$ cat src/rtl/lcdif_pkg.sv
package lcdif_pkg;

    typedef enum logic [1:0] {
        ST_IDLE     = 2'd0,
        ST_RD_ISSUE = 2'd1,
        ST_RD_WAIT  = 2'd2
    } seq_state_t;

    typedef struct packed {
        logic msel_disp;   // 1: display memory, 0: temperature table
        logic cnt_col;     // 1: column counter steps, 0: row counter
        logic dir_up;      // 1: up, 0: down
    } mode_t;

    localparam int REG_MODE       = 0;
    localparam int REG_DISP       = 1;
    localparam int REG_ADDR       = 5;
    localparam int REG_TADDR      = 9;
    localparam int REG_TEST_FIRST = 28;

endpackage

$ cat src/rtl/lcdif_step_ctr.sv
module lcdif_step_ctr #(
    parameter int W       = 6,
    parameter bit UP_ONLY = 1'b0
) (
    input  logic         clk,
    input  logic         rst_n,
    input  logic         load,
    input  logic [W-1:0] load_val,
    input  logic         step,
    input  logic         up,
    output logic [W-1:0] q
);
    localparam logic [W-1:0] QMAX = '1;

    logic dir_up;

    generate
        if (UP_ONLY) begin : g_up_only
            assign dir_up = 1'b1;

            up_only_chk: assert property (@(posedge clk) disable iff (!rst_n)
                step && !load && !up |=> q == W'($past(q) + 1'b1));
        end else begin : g_up_down
            assign dir_up = up;
        end
    endgenerate

    always_ff @(posedge clk) begin
        if (!rst_n) begin
            q <= '0;
        end else if (load) begin
            q <= load_val;
        end else if (step) begin
            if (dir_up) q <= q + 1'b1;
            else        q <= q - 1'b1;
        end
    end


    wrap_up_chk: assert property (@(posedge clk) disable iff (!rst_n)
        step && !load && dir_up && q == QMAX |=> q == '0);

    wrap_dn_chk: assert property (@(posedge clk) disable iff (!rst_n)
        step && !load && !dir_up && q == '0 |=> q == QMAX);

endmodule

$ cat src/rtl/lcdif_cfg_regs.sv
module lcdif_cfg_regs
    import lcdif_pkg::*;
#(
    parameter int DW    = 8,
    parameter int RSELW = 5,
    parameter int XW    = 6,
    parameter int YW    = 5,
    parameter int TW    = 7
) (
    input  logic          clk,
    input  logic          rst_n,
    input  logic          cfg_wr,
    input  logic          cfg_val,
    input  logic [DW-1:0] din,
    output mode_t         mode,
    output logic          disp_nf,
    output logic          disp_on,
    output logic          ld_x,
    output logic          ld_y,
    output logic          ld_t,
    output logic [XW-1:0] ld_x_val,
    output logic [YW-1:0] ld_y_val,
    output logic [TW-1:0] ld_t_val
);
    logic [RSELW-1:0] sel_q;
    logic             val_wr;

    assign val_wr   = cfg_wr && cfg_val;
    assign ld_x     = val_wr && (sel_q == RSELW'(REG_ADDR)) && !din[DW-1];
    assign ld_y     = val_wr && (sel_q == RSELW'(REG_ADDR)) &&  din[DW-1];
    assign ld_t     = val_wr && (sel_q == RSELW'(REG_TADDR));
    assign ld_x_val = din[XW-1:0];
    assign ld_y_val = din[YW-1:0];
    assign ld_t_val = din[TW-1:0];

    always_ff @(posedge clk) begin
        if (!rst_n) begin
            sel_q   <= '0;
            mode    <= '{msel_disp: 1'b0, cnt_col: 1'b0, dir_up: 1'b1};
            disp_nf <= 1'b0;
            disp_on <= 1'b0;
        end else if (cfg_wr && !cfg_val) begin
            sel_q <= din[RSELW-1:0];
        end else if (val_wr) begin
            if (sel_q == RSELW'(REG_MODE)) begin
                mode <= '{msel_disp: din[2], cnt_col: din[1], dir_up: din[0]};
            end
            if (sel_q == RSELW'(REG_DISP)) begin
                disp_nf <= din[1];
                disp_on <= din[0];
            end
        end
    end


    mode_load_chk: assert property (@(posedge clk) disable iff (!rst_n)
        val_wr && sel_q == RSELW'(REG_MODE) |=> mode == $past(din[2:0]));

    test_reg_quiet_chk: assert property (@(posedge clk) disable iff (!rst_n)
        val_wr && sel_q >= RSELW'(REG_TEST_FIRST)
        |=> $stable(mode) && $stable(disp_nf) && $stable(disp_on));

endmodule

$ cat src/rtl/lcdif_host_seq.sv
module lcdif_host_seq
    import lcdif_pkg::*;
#(
    parameter int DW = 8,
    parameter int XW = 6,
    parameter int YW = 5,
    parameter int TW = 7,
    parameter int AW = 11
) (
    input  logic          clk,
    input  logic          rst_n,
    input  logic          bus_wr,
    input  logic          bus_rd,
    input  logic          bus_di,
    input  logic [DW-1:0] bus_din,
    input  mode_t         mode,
    input  logic          disp_nf,
    input  logic          disp_on,
    input  logic [XW-1:0] x_q,
    input  logic [YW-1:0] y_q,
    input  logic [TW-1:0] t_q,
    input  logic [DW-1:0] mem_rdata,
    output logic          cfg_wr,
    output logic          step_x,
    output logic          step_y,
    output logic          step_t,
    output logic          mem_we,
    output logic          mem_re,
    output logic          mem_tsel,
    output logic [AW-1:0] mem_addr,
    output logic [DW-1:0] mem_wdata,
    output logic [DW-1:0] host_rdata,
    output logic          host_rvalid
);
    seq_state_t    st, st_nx;
    logic          idle, acc_wr, acc_rd, stat_rd, step_any;
    logic [AW-1:0] cur_addr;
    logic [DW-1:0] status_b;

    assign idle     = (st == ST_IDLE);
    assign acc_wr   = idle && bus_wr && bus_di;
    assign cfg_wr   = idle && bus_wr && !bus_di;
    assign acc_rd   = idle && !bus_wr && bus_rd && bus_di;
    assign stat_rd  = idle && !bus_wr && bus_rd && !bus_di;
    assign step_any = acc_wr || (st == ST_RD_WAIT);
    assign step_t   = step_any && !mode.msel_disp;
    assign step_y   = step_any &&  mode.msel_disp &&  mode.cnt_col;
    assign step_x   = step_any &&  mode.msel_disp && !mode.cnt_col;
    assign cur_addr = mode.msel_disp ? AW'({x_q, y_q}) : AW'(t_q);
    assign status_b = DW'({mode.msel_disp, disp_nf, disp_on, mode.cnt_col, mode.dir_up});

    always_comb begin
        st_nx = st;
        unique case (st)
            ST_IDLE:     if (acc_rd) st_nx = ST_RD_ISSUE;
            ST_RD_ISSUE: st_nx = ST_RD_WAIT;
            ST_RD_WAIT:  st_nx = ST_IDLE;
            default:     st_nx = ST_IDLE;
        endcase
    end

    always_ff @(posedge clk) begin
        if (!rst_n) st <= ST_IDLE;
        else        st <= st_nx;
    end

    always_ff @(posedge clk) begin
        if (!rst_n) begin
            mem_we      <= 1'b0;
            mem_re      <= 1'b0;
            mem_tsel    <= 1'b0;
            mem_addr    <= '0;
            mem_wdata   <= '0;
            host_rdata  <= '0;
            host_rvalid <= 1'b0;
        end else begin
            mem_we      <= 1'b0;
            mem_re      <= 1'b0;
            host_rvalid <= 1'b0;
            if (acc_wr) begin
                mem_we    <= 1'b1;
                mem_wdata <= bus_din;
                mem_addr  <= cur_addr;
                mem_tsel  <= !mode.msel_disp;
            end
            if (acc_rd) begin
                mem_re   <= 1'b1;
                mem_addr <= cur_addr;
                mem_tsel <= !mode.msel_disp;
            end
            if (stat_rd) begin
                host_rdata  <= status_b;
                host_rvalid <= 1'b1;
            end
            if (st == ST_RD_WAIT) begin
                host_rdata  <= mem_rdata;
                host_rvalid <= 1'b1;
            end
        end
    end


    we_re_excl_chk: assert property (@(posedge clk) disable iff (!rst_n)
        !(mem_we && mem_re));

    busy_ignore_chk: assert property (@(posedge clk) disable iff (!rst_n)
        st != ST_IDLE |=> !mem_we);

    rd_pulse_chk: assert property (@(posedge clk) disable iff (!rst_n)
        mem_re |=> !mem_re);

    rd_latency_chk: assert property (@(posedge clk) disable iff (!rst_n)
        mem_re |-> ##2 host_rvalid);

    status_dir_chk: assert property (@(posedge clk) disable iff (!rst_n)
        stat_rd |=> host_rvalid && host_rdata[0] == $past(mode.dir_up));

endmodule

$ cat src/rtl/lcdif_host_port.sv
module lcdif_host_port
    import lcdif_pkg::*;
#(
    parameter int DW    = 8,
    parameter int RSELW = 5,
    parameter int XW    = 6,
    parameter int YW    = 5,
    parameter int TW    = 7,
    localparam int AW   = ((XW + YW) > TW) ? (XW + YW) : TW
) (
    input  logic          clk,
    input  logic          rst_n,
    input  logic          bus_wr,
    input  logic          bus_rd,
    input  logic          bus_di,
    input  logic          bus_rs,
    input  logic [DW-1:0] bus_din,
    output logic [DW-1:0] host_rdata,
    output logic          host_rvalid,
    output logic          mem_we,
    output logic          mem_re,
    output logic          mem_tsel,
    output logic [AW-1:0] mem_addr,
    output logic [DW-1:0] mem_wdata,
    input  logic [DW-1:0] mem_rdata
);
    mode_t         mode;
    logic          disp_nf, disp_on, cfg_wr;
    logic          ld_x, ld_y, ld_t, step_x, step_y, step_t;
    logic [XW-1:0] ld_x_val, x_q;
    logic [YW-1:0] ld_y_val, y_q;
    logic [TW-1:0] ld_t_val, t_q;

    lcdif_cfg_regs #(.DW(DW), .RSELW(RSELW), .XW(XW), .YW(YW), .TW(TW)) i_regs (
        .clk(clk), .rst_n(rst_n), .cfg_wr(cfg_wr), .cfg_val(bus_rs), .din(bus_din),
        .mode(mode), .disp_nf(disp_nf), .disp_on(disp_on),
        .ld_x(ld_x), .ld_y(ld_y), .ld_t(ld_t),
        .ld_x_val(ld_x_val), .ld_y_val(ld_y_val), .ld_t_val(ld_t_val)
    );

    lcdif_step_ctr #(.W(XW), .UP_ONLY(1'b0)) i_row_ctr (
        .clk(clk), .rst_n(rst_n), .load(ld_x), .load_val(ld_x_val),
        .step(step_x), .up(mode.dir_up), .q(x_q)
    );

    lcdif_step_ctr #(.W(YW), .UP_ONLY(1'b0)) i_col_ctr (
        .clk(clk), .rst_n(rst_n), .load(ld_y), .load_val(ld_y_val),
        .step(step_y), .up(mode.dir_up), .q(y_q)
    );

    lcdif_step_ctr #(.W(TW), .UP_ONLY(1'b1)) i_tmp_ctr (
        .clk(clk), .rst_n(rst_n), .load(ld_t), .load_val(ld_t_val),
        .step(step_t), .up(mode.dir_up), .q(t_q)
    );

    lcdif_host_seq #(.DW(DW), .XW(XW), .YW(YW), .TW(TW), .AW(AW)) i_seq (
        .clk(clk), .rst_n(rst_n), .bus_wr(bus_wr), .bus_rd(bus_rd), .bus_di(bus_di),
        .bus_din(bus_din), .mode(mode), .disp_nf(disp_nf), .disp_on(disp_on),
        .x_q(x_q), .y_q(y_q), .t_q(t_q), .mem_rdata(mem_rdata),
        .cfg_wr(cfg_wr), .step_x(step_x), .step_y(step_y), .step_t(step_t),
        .mem_we(mem_we), .mem_re(mem_re), .mem_tsel(mem_tsel), .mem_addr(mem_addr),
        .mem_wdata(mem_wdata), .host_rdata(host_rdata), .host_rvalid(host_rvalid)
    );


    one_step_chk: assert property (@(posedge clk) disable iff (!rst_n)
        $onehot0({step_x, step_y, step_t}));

    col_hold_chk: assert property (@(posedge clk) disable iff (!rst_n)
        step_x && !ld_y |=> $stable(y_q));

endmodule

$ cat config.mk
export PLATFORM = sky130hd
export DESIGN_NAME = lcdif_host_port
export DESIGN_NICKNAME = d
export VERILOG_FILES = /design/src/rtl/lcdif_pkg.sv /design/src/rtl/lcdif_step_ctr.sv /design/src/rtl/lcdif_cfg_regs.sv /design/src/rtl/lcdif_host_seq.sv /design/src/rtl/lcdif_host_port.sv
export SDC_FILE = /design/constraint.sdc
export NUM_CORES = 1
export LEC_CHECK = 0
export BUFFER_PORTS_ARGS = -buffer_cell sky130_fd_sc_hd__buf_2
export CAP_MARGIN = 30
export CORE_MARGIN = 4
export CORE_UTILIZATION = 40
export DETAILED_ROUTE_END_ITERATION = 6
export PLACE_DENSITY_LB_ADDON = 0.15
export SYNTH_ARGS = -nofsm -noshare
export SYNTH_HDL_FRONTEND = slang
export SYNTH_SLANG_ARGS = --single-unit
$ cat constraint.sdc
create_clock -name clk -period 2.7 [get_ports clk]
set_clock_uncertainty 0.2 [all_clocks]
set_input_delay 0.405 -clock clk [delete_from_list [all_inputs] [get_ports clk]]
set_output_delay 0.405 -clock clk [all_outputs]
set_load 0.01 [all_outputs]
==> results of run 1 <==
[layout make-up]
class / instances / area, µm² / area share [%]
flip-flops and latches: 61 / 1220 / 34.8
well taps: 96 / 120 / 3.43
repair buffers: 63 / 343 / 9.78
clock inverters: 5 / 75.1 / 2.14
inverters: 6 / 22.5 / 0.643
clock buffers: 11 / 131 / 3.75
multi-input cells: 253 / 1590 / 45.4
[cells by family after synthesis]
group                      Yosys count  synth area share [%]
adders and majority gates           10                  4.81
AOI/OAI and AO/OA                   85                  17.5
muxes                               15                  5.15
and+or+nand+nor                    130                  23.3
DFF                                 61                  41.9
xor gates and xnor gates            13                  3.91
buffers and inverters               23                  3.48
[per-layer routing]
| metal | GRT usage, % | up-vias |
|---|---|---|
| li1 | - | 1309 |
| met4 | 6.11 | 0 |
| met2 | 27.6 | 72 |
| met5 | 0 | - |
| met3 | 4.91 | 7 |
| met1 | 26.2 | 1143 |
[through the flow]
stage                     area [µm²]  std cells  worst slack [ns]  hold slack [ns]  utilization [%]
after floorplan                 2910        337             0.374            0.240                -
after global placement          3300        479             0.355            0.239             47.5
after detailed placement        3300        479             0.342            0.249             47.5
after CTS                       3500        495             0.439           0.0946             50.5
after global routing            3500        495             0.249           0.0959             50.5
final                           3500        495             0.444            0.106             50.5
[sequential cells by signal (all words and copies together) (netlist names)]
signal,flops
i_seq.mem_we,1
i_seq.mem_tsel,1
i_col_ctr.q,5
i_seq.mem_addr,11
i_regs.sel_q,5
i_regs.mode,3
i_regs.disp_nf,1
i_seq.st,2
i_regs.disp_on,1
i_seq.host_rvalid,1
i_row_ctr.q,6
i_seq.mem_re,1
i_tmp_ctr.q,7
i_seq.mem_wdata,8
i_seq.host_rdata,8
[power by group through the flow]
stage	logic, mW	clock network [mW]	registers [mW]
after floorplan	0.111	0	0.971
after global placement	0.193	0	0.966
after detailed placement	0.194	0	0.966
after CTS	0.195	0.883	0.946
after global routing	0.214	0.932	0.949
final	0.193	0.866	0.946
[worst max-delay path by stage]
stage,cells after the start,end
3_5_place_dp,7,i_row_ctr.q[0]$_SDFFE_PN0P_
2_1_floorplan,7,i_regs.mode[1]$_SDFFE_PN0P_
5_1_grt,6,i_row_ctr.q[3]$_SDFFE_PN0P_
6_report,6,i_row_ctr.q[0]$_SDFFE_PN0P_
4_1_cts,6,i_row_ctr.q[0]$_SDFFE_PN0P_
3_3_place_gp,7,i_row_ctr.q[0]$_SDFFE_PN0P_
[worst min-delay path, cell delays in order]
cell and delay, ns:
buf_2 0.09, nand2_1 0.04, a21oi_1 0.05
[layout by cell type, fill, tap and decap left out, types with 5 or more instances in the layout]
| cell | Yosys | layout |
|---|---|---|
| dfxtp_1 | 61 | 61 |
| buf_2 | 3 | 52 |
| nand2_1 | 48 | 48 |
| a21oi_1 | 41 | 41 |
| nor2_1 | 34 | 34 |
| mux2i_1 | 15 | 15 |
| a211oi_1 | 14 | 14 |
| o21ai_0 | 12 | 12 |
| nand3_1 | 11 | 11 |
| buf_4 | 1 | 11 |
| clkbuf_8 | 0 | 9 |
| ha_1 | 8 | 8 |
| xnor2_1 | 7 | 7 |
| a22oi_1 | 7 | 7 |
| xor2_1 | 6 | 6 |
| inv_1 | 5 | 5 |
==> run_results.csv, run 1 <==
group,metric,value,unit
run_status,outcome,"completed",
pwr,power_switching,0.489,mW
sta,fin_crit,2.26,ns
hold_path,worstHoldPathType,"in -> reg",
pwr,vdd_drop_max,245,µV
yosys,synth_cell_types,44,
clocking,htreeDepth,3,
place,hpwl,5.66,mm
detailed_routing,top_layer,"met4",
floorplan,start_util,42.0,%
sta,setup_viol,0,
yosys,ys_async_sr_fraction,0,%
place,routabilityCongestion,0.917,
detailed_routing,wl_met3,521,µm
pwr,internal-power,1.52,mW
place,port_buffers,52,
sta,rsz0062_at_grt,"false",
yosys,synth_top_area_cell,"dfxtp_1",
clocking,path_clk_slew,0.06,ns
critical_path,crit_buf_inv,1,
grt,grt_pass1_vias,2426,
floorplan,die_area,8710,µm²
critical_path,critPathKind,"reg -> reg",
clocking,root_buffer,"clkbuf_8",
clocking,cts.sinks,61,
sta,slew_headroom,56.6,%
pwr,switching_share,24.4,%
yosys,synthFlopType,"dfxtp_1",
yosys,yosysWarnings,0,
pwr,power_leakage,1.44,nW
yosys,ys_seq_elements,61,
yosys,netlist_top_cells_area,"dfxtp_1 (42%), a21oi_1 (7.0%), nand2_1 (6.2%)",
clocking,cts_inserted_buffers,9,
yosys,synth.avg_cell_area,8.65,µm²
critical_path,required,2.71,ns
pwr,power_frac_clock,43.2,%
critical_path,r2r_start,"i_seq.st[0]$_SDFFE_PN0P_",
sta,hold_viol,0,
clocking,post_cts_buffers,0,
detailed_routing,wl_met1,3.70,mm
yosys,synth_seq_area_share,41.9,%
detailed_routing,vias_per_cell,5.11,
flow_run,maxCapViolCount,0,
clocking,insertion_delay,0.33,ns
grt,grt_pass1_wl,12.6,mm
final_layout,fin_nets,426,
yosys,synthTopCellsByCount,"dfxtp_1 (61), nand2_1 (48), a21oi_1 (41), nor2_1 (34), mux2i_1 (15)",
yosys,yosysTopAreaCellShare,41.9,%
clocking,cts_tree,"yes",
pwr,power,2.01,mW
final_layout,n_antenna_cell,0,
critical_path,cpLargestDelayFamily,"simple AND/OR/NAND/NOR gates",
hold_path,holdPathStages,3,
detailed_routing,antenna_left,0,
hold_path,min_from,"mem_rdata[6]",
sta,max_clock_freq,443,MHz
clocking,post_cts_resized,0,
critical_path,crit_chain,"or4b_1 > buf_4 > nor4_4 > nor2_1 > nand2_1 > a31oi_1",
final_layout,n_fill_cell,679,
detailed_routing,wire_per_inst,15.3,µm
critical_path,slowest_delay,0.55,ns
grt,grt.total_usage,18.6,%
critical_path,reg2reg_depth,6,
critical_path,reg2reg_slack,0.44,ns
floorplan,core_area,6940,µm²
grt,grt_max_degree,21,
yosys,synthCells,337,
critical_path,start_kind,"flop",
yosys,synth_fp_nets,369,
sta,totalNegativeSetupSlack,0,ns
sta,drv_slew,0,
yosys,synth_most_common_cell,"dfxtp_1",
floorplan,ios,53,
floorplan,die_h,93.4,µm
detailed_routing,first_pass_iters,4,
clocking,ctsHoldBuffers,0,
yosys,synth_edf_count,0,
pwr,combPwrFrac,9.6,%
grt,globalRoute.totalOverflow,0,
clocking,clock_path_buffers,2,
detailed_routing,dr_wl_met2,3.28,mm
final_layout,syn2layout_area_growth,20.3,%
grt,grt_antenna_before_repair,0,
hold_path,min_delay_worst_endpoint,"i_seq.host_rdata[6]$_SDFFE_PN0P_",
detailed_routing,drt-total-wl,7.60,mm
floorplan,die_x,93.4,µm
detailed_routing,drtIter0Drc,122,
critical_path,regToRegEndpoint,"i_row_ctr.q[0]$_SDFFE_PN0P_",
pwr,power_frac_seq,47.2,%
sta,post-route-period-util,83.6,%
pwr,powerDensity,572,nW/µm²
critical_path,critPathArrivalTime,2.27,ns
critical_path,end_kind,"flop",
yosys,syn_area,2910,µm²
sta,tightest_slew,0.651,ns
final_layout,final_layout_size_suffix_gt1_share,21.8,%
detailed_routing,drc,0,
critical_path,cp_max_fo,9,
critical_path,startpoint,"i_seq.st[0]$_SDFFE_PN0P_",
floorplan,rows,30,
detailed_routing,vias,2531,
critical_path,cpMaxStageDelayCell,"or4b_1",
(Power assumes the default switching activity.)
==> run 2: changes to the inputs <==
Clock period 2.7 ns to 2.35 ns, I/O delays scaled along.
==> run 2 against run 1 <==
Die area stayed put. Global-route usage down 0.074 points. Sequential share of layout area decreased by 0.42 points. Critical endpoint is now i_col_ctr.q[1]$_SDFFE_PN0P_.
==> run_results.csv, run 2 (synthesis results as in run 1) <==
group,metric,value,unit
grt,grt_antenna_before_repair,0,
final_layout,ff_latch_area,1220,µm²
detailed_routing,wire_per_inst,15.4,µm
pwr,powerDensity,625,nW/µm²
floorplan,die_h,93.4,µm
clocking,cts_inserted_buffers,9,
pwr,power_switching,0.570,mW
critical_path,startpoint,"i_seq.st[1]$_SDFFE_PN0P_",
hold_path,worstHoldPathType,"in -> reg",
final_layout,most-common-layout-cells,"dfxtp_1 (61), buf_2 (52), nand2_1 (48)",
sta,slew_headroom,66.0,%
floorplan,die_area,8710,µm²
final_layout,multi_input_area,1590,µm²
clocking,post_cts_buffers,0,
final_layout,final_layout_size_suffix_gt1_share,22.9,%
pwr,power_frac_clock,40.6,%
grt,grt_max_degree,31,
detailed_routing,antenna_left,0,
critical_path,cpMaxStageDelayCell,"or4b_1",
sta,tightest_slew,0.510,ns
pwr,combPwrFrac,10.5,%
critical_path,end_kind,"flop",
flow_run,maxCapViolCount,0,
pwr,power_leakage,1.47,nW
critical_path,crit_chain,"or4b_1 > buf_4 > nor4_4 > nor2_1 > a221oi_1 > nor2_1",
sta,setup_viol,0,
grt,grt_pass1_wl,12.5,mm
final_layout,layout_commonest_cell,"dfxtp_1",
critical_path,critPathKind,"reg -> reg",
sta,totalNegativeSetupSlack,0,ns
clocking,clock_path_buffers,2,
clocking,insertion_delay,0.34,ns
clocking,post_cts_resized,0,
floorplan,start_util,42.0,%
clocking,path_clk_slew,0.07,ns
sta,rsz0062_at_grt,"false",
final_layout,n_fill_cell,692,
clocking,ctsHoldBuffers,0,
clocking,root_buffer,"clkbuf_8",
place,placed_area,3360,µm²
final_layout,n_antenna_cell,0,
place,port_buffers,52,
pwr,switching_share,25.7,%
critical_path,crit_top_cell,"nor2_1",
final_layout,syn2layout_area_growth,21.7,%
clocking,cts.sinks,61,
detailed_routing,drtIter0Drc,127,
pwr,power_frac_seq,48.9,%
sta,hold_viol,0,
critical_path,critPathArrivalTime,2.22,ns
final_layout,largest_reg_flops,11,
detailed_routing,drc,0,
sta,max_clock_freq,454,MHz
final_layout,fin_nets,433,
run_status,outcome,"completed",
floorplan,core_area,6940,µm²
floorplan,ios,53,
grt,globalRoute.totalOverflow,0,
final_layout,largestRegisters,"i_seq.mem_addr x11, i_seq.host_rdata x8, i_seq.mem_wdata x8",
detailed_routing,vias_per_cell,5.19,
place,hpwl,5.74,mm
sta,fin_crit,2.20,ns
critical_path,slowest_delay,0.61,ns
floorplan,die_x,93.4,µm
critical_path,reg2reg_depth,6,
floorplan,rows,30,
detailed_routing,drt-total-wl,7.74,mm
hold_path,holdPathStages,3,
pwr,internal-power,1.65,mW
grt,grt.total_usage,18.5,%
detailed_routing,vias,2604,
detailed_routing,first_pass_iters,4,
grt,grt_pass1_vias,2476,
critical_path,start_kind,"flop",
pwr,vdd_drop_max,416,µV
final_layout,fin_area,3550,µm²
sta,post-route-period-util,93.7,%
critical_path,r2r_start,"i_seq.st[1]$_SDFFE_PN0P_",
critical_path,cp_max_fo,8,
clocking,cts_tree,"yes",
sta,drv_slew,0,
critical_path,required,2.37,ns
final_layout,regMostFlops,"i_seq.mem_addr",
clocking,htreeDepth,3,
place,routabilityCongestion,0.848,
hold_path,min_from,"mem_rdata[5]",
## run 2: cell types whose count changed in the layout (fill, tap and decap cells not counted), sizes merged
| cell | previous run | this run |
|---|---|---|
| clkbuf | 11 | 12 |
| buf | 63 | 70 |
| bufinv | 2 | 1 |
## run 2: stage by stage
| step | instances | util, % | hold WS [ns] | power, mW | worst slack [ns] |
|---|---|---|---|---|---|
| 2_1_floorplan | 337 | - | 0.240 | 1.24 | 0.0770 |
| 3_3_place_gp | 486 | 48.4 | 0.242 | 1.34 | 0.0998 |
| 3_5_place_dp | 486 | 48.4 | 0.245 | 1.34 | 0.0569 |
| 4_1_cts | 502 | 51.1 | 0.0284 | 2.25 | 0.150 |
| 5_1_grt | 502 | 51.1 | 0.0339 | 2.31 | 0.0281 |
| 6_report | 502 | 51.1 | 0.0452 | 2.22 | 0.149 |
## run 2: final timing paths
| check | endpoint | slack [ns] |
|---|---|---|
| max | i_col_ctr.q[1]$_SDFFE_PN0P_ | 0.15 |
| min | i_seq.host_rdata[5]$_SDFFE_PN0P_ | 0.05 |
| max reg2reg | i_col_ctr.q[1]$_SDFFE_PN0P_ | 0.15 |
| min reg2reg | i_seq.mem_wdata[1]$_SDFFE_PN0P_ | 0.25 |
## run 2: layout make-up
class,count,share of cell area [%]
Clock buffer,12,3.81
Clock inverter,4,1.38
Inverter,6,0.635
Multi-Input combinational cell,253,44.9
Sequential cell,61,34.4
Tap cell,96,3.39
Timing Repair Buffer,70,11.5
## run 2: worst max-delay path, delay by kind of cell, from the launching register on
kind	cells	cell delay, ns
AO/OA/AOI/OAI	1	0.27
buffers and inverters	1	0.22
flip-flops	1	0.31
AND/OR/NAND/NOR	4	1.08
## run 2: per-layer routing
layer / part of all wire (%) / track usage, % / up-vias / routed length (µm)
met5: 0 / 0 / - / 0
met1: 48 / 25.7 / 1200 / 3740
met4: 1.3 / 5.86 / 0 / 99
met2: 45 / 28.0 / 75 / 3460
met3: 5.7 / 4.91 / 11 / 443
li1: - / - / 1318 / -
## run 2: power by group through the flow
stage	Clock (mW)	Sequential (mW)	Combinational [mW]
after floorplan	0	1.12	0.127
after global placement	0	1.11	0.232
after detailed placement	0	1.11	0.234
after CTS	0.926	1.08	0.235
after global routing	0.962	1.09	0.258
final	0.899	1.08	0.233
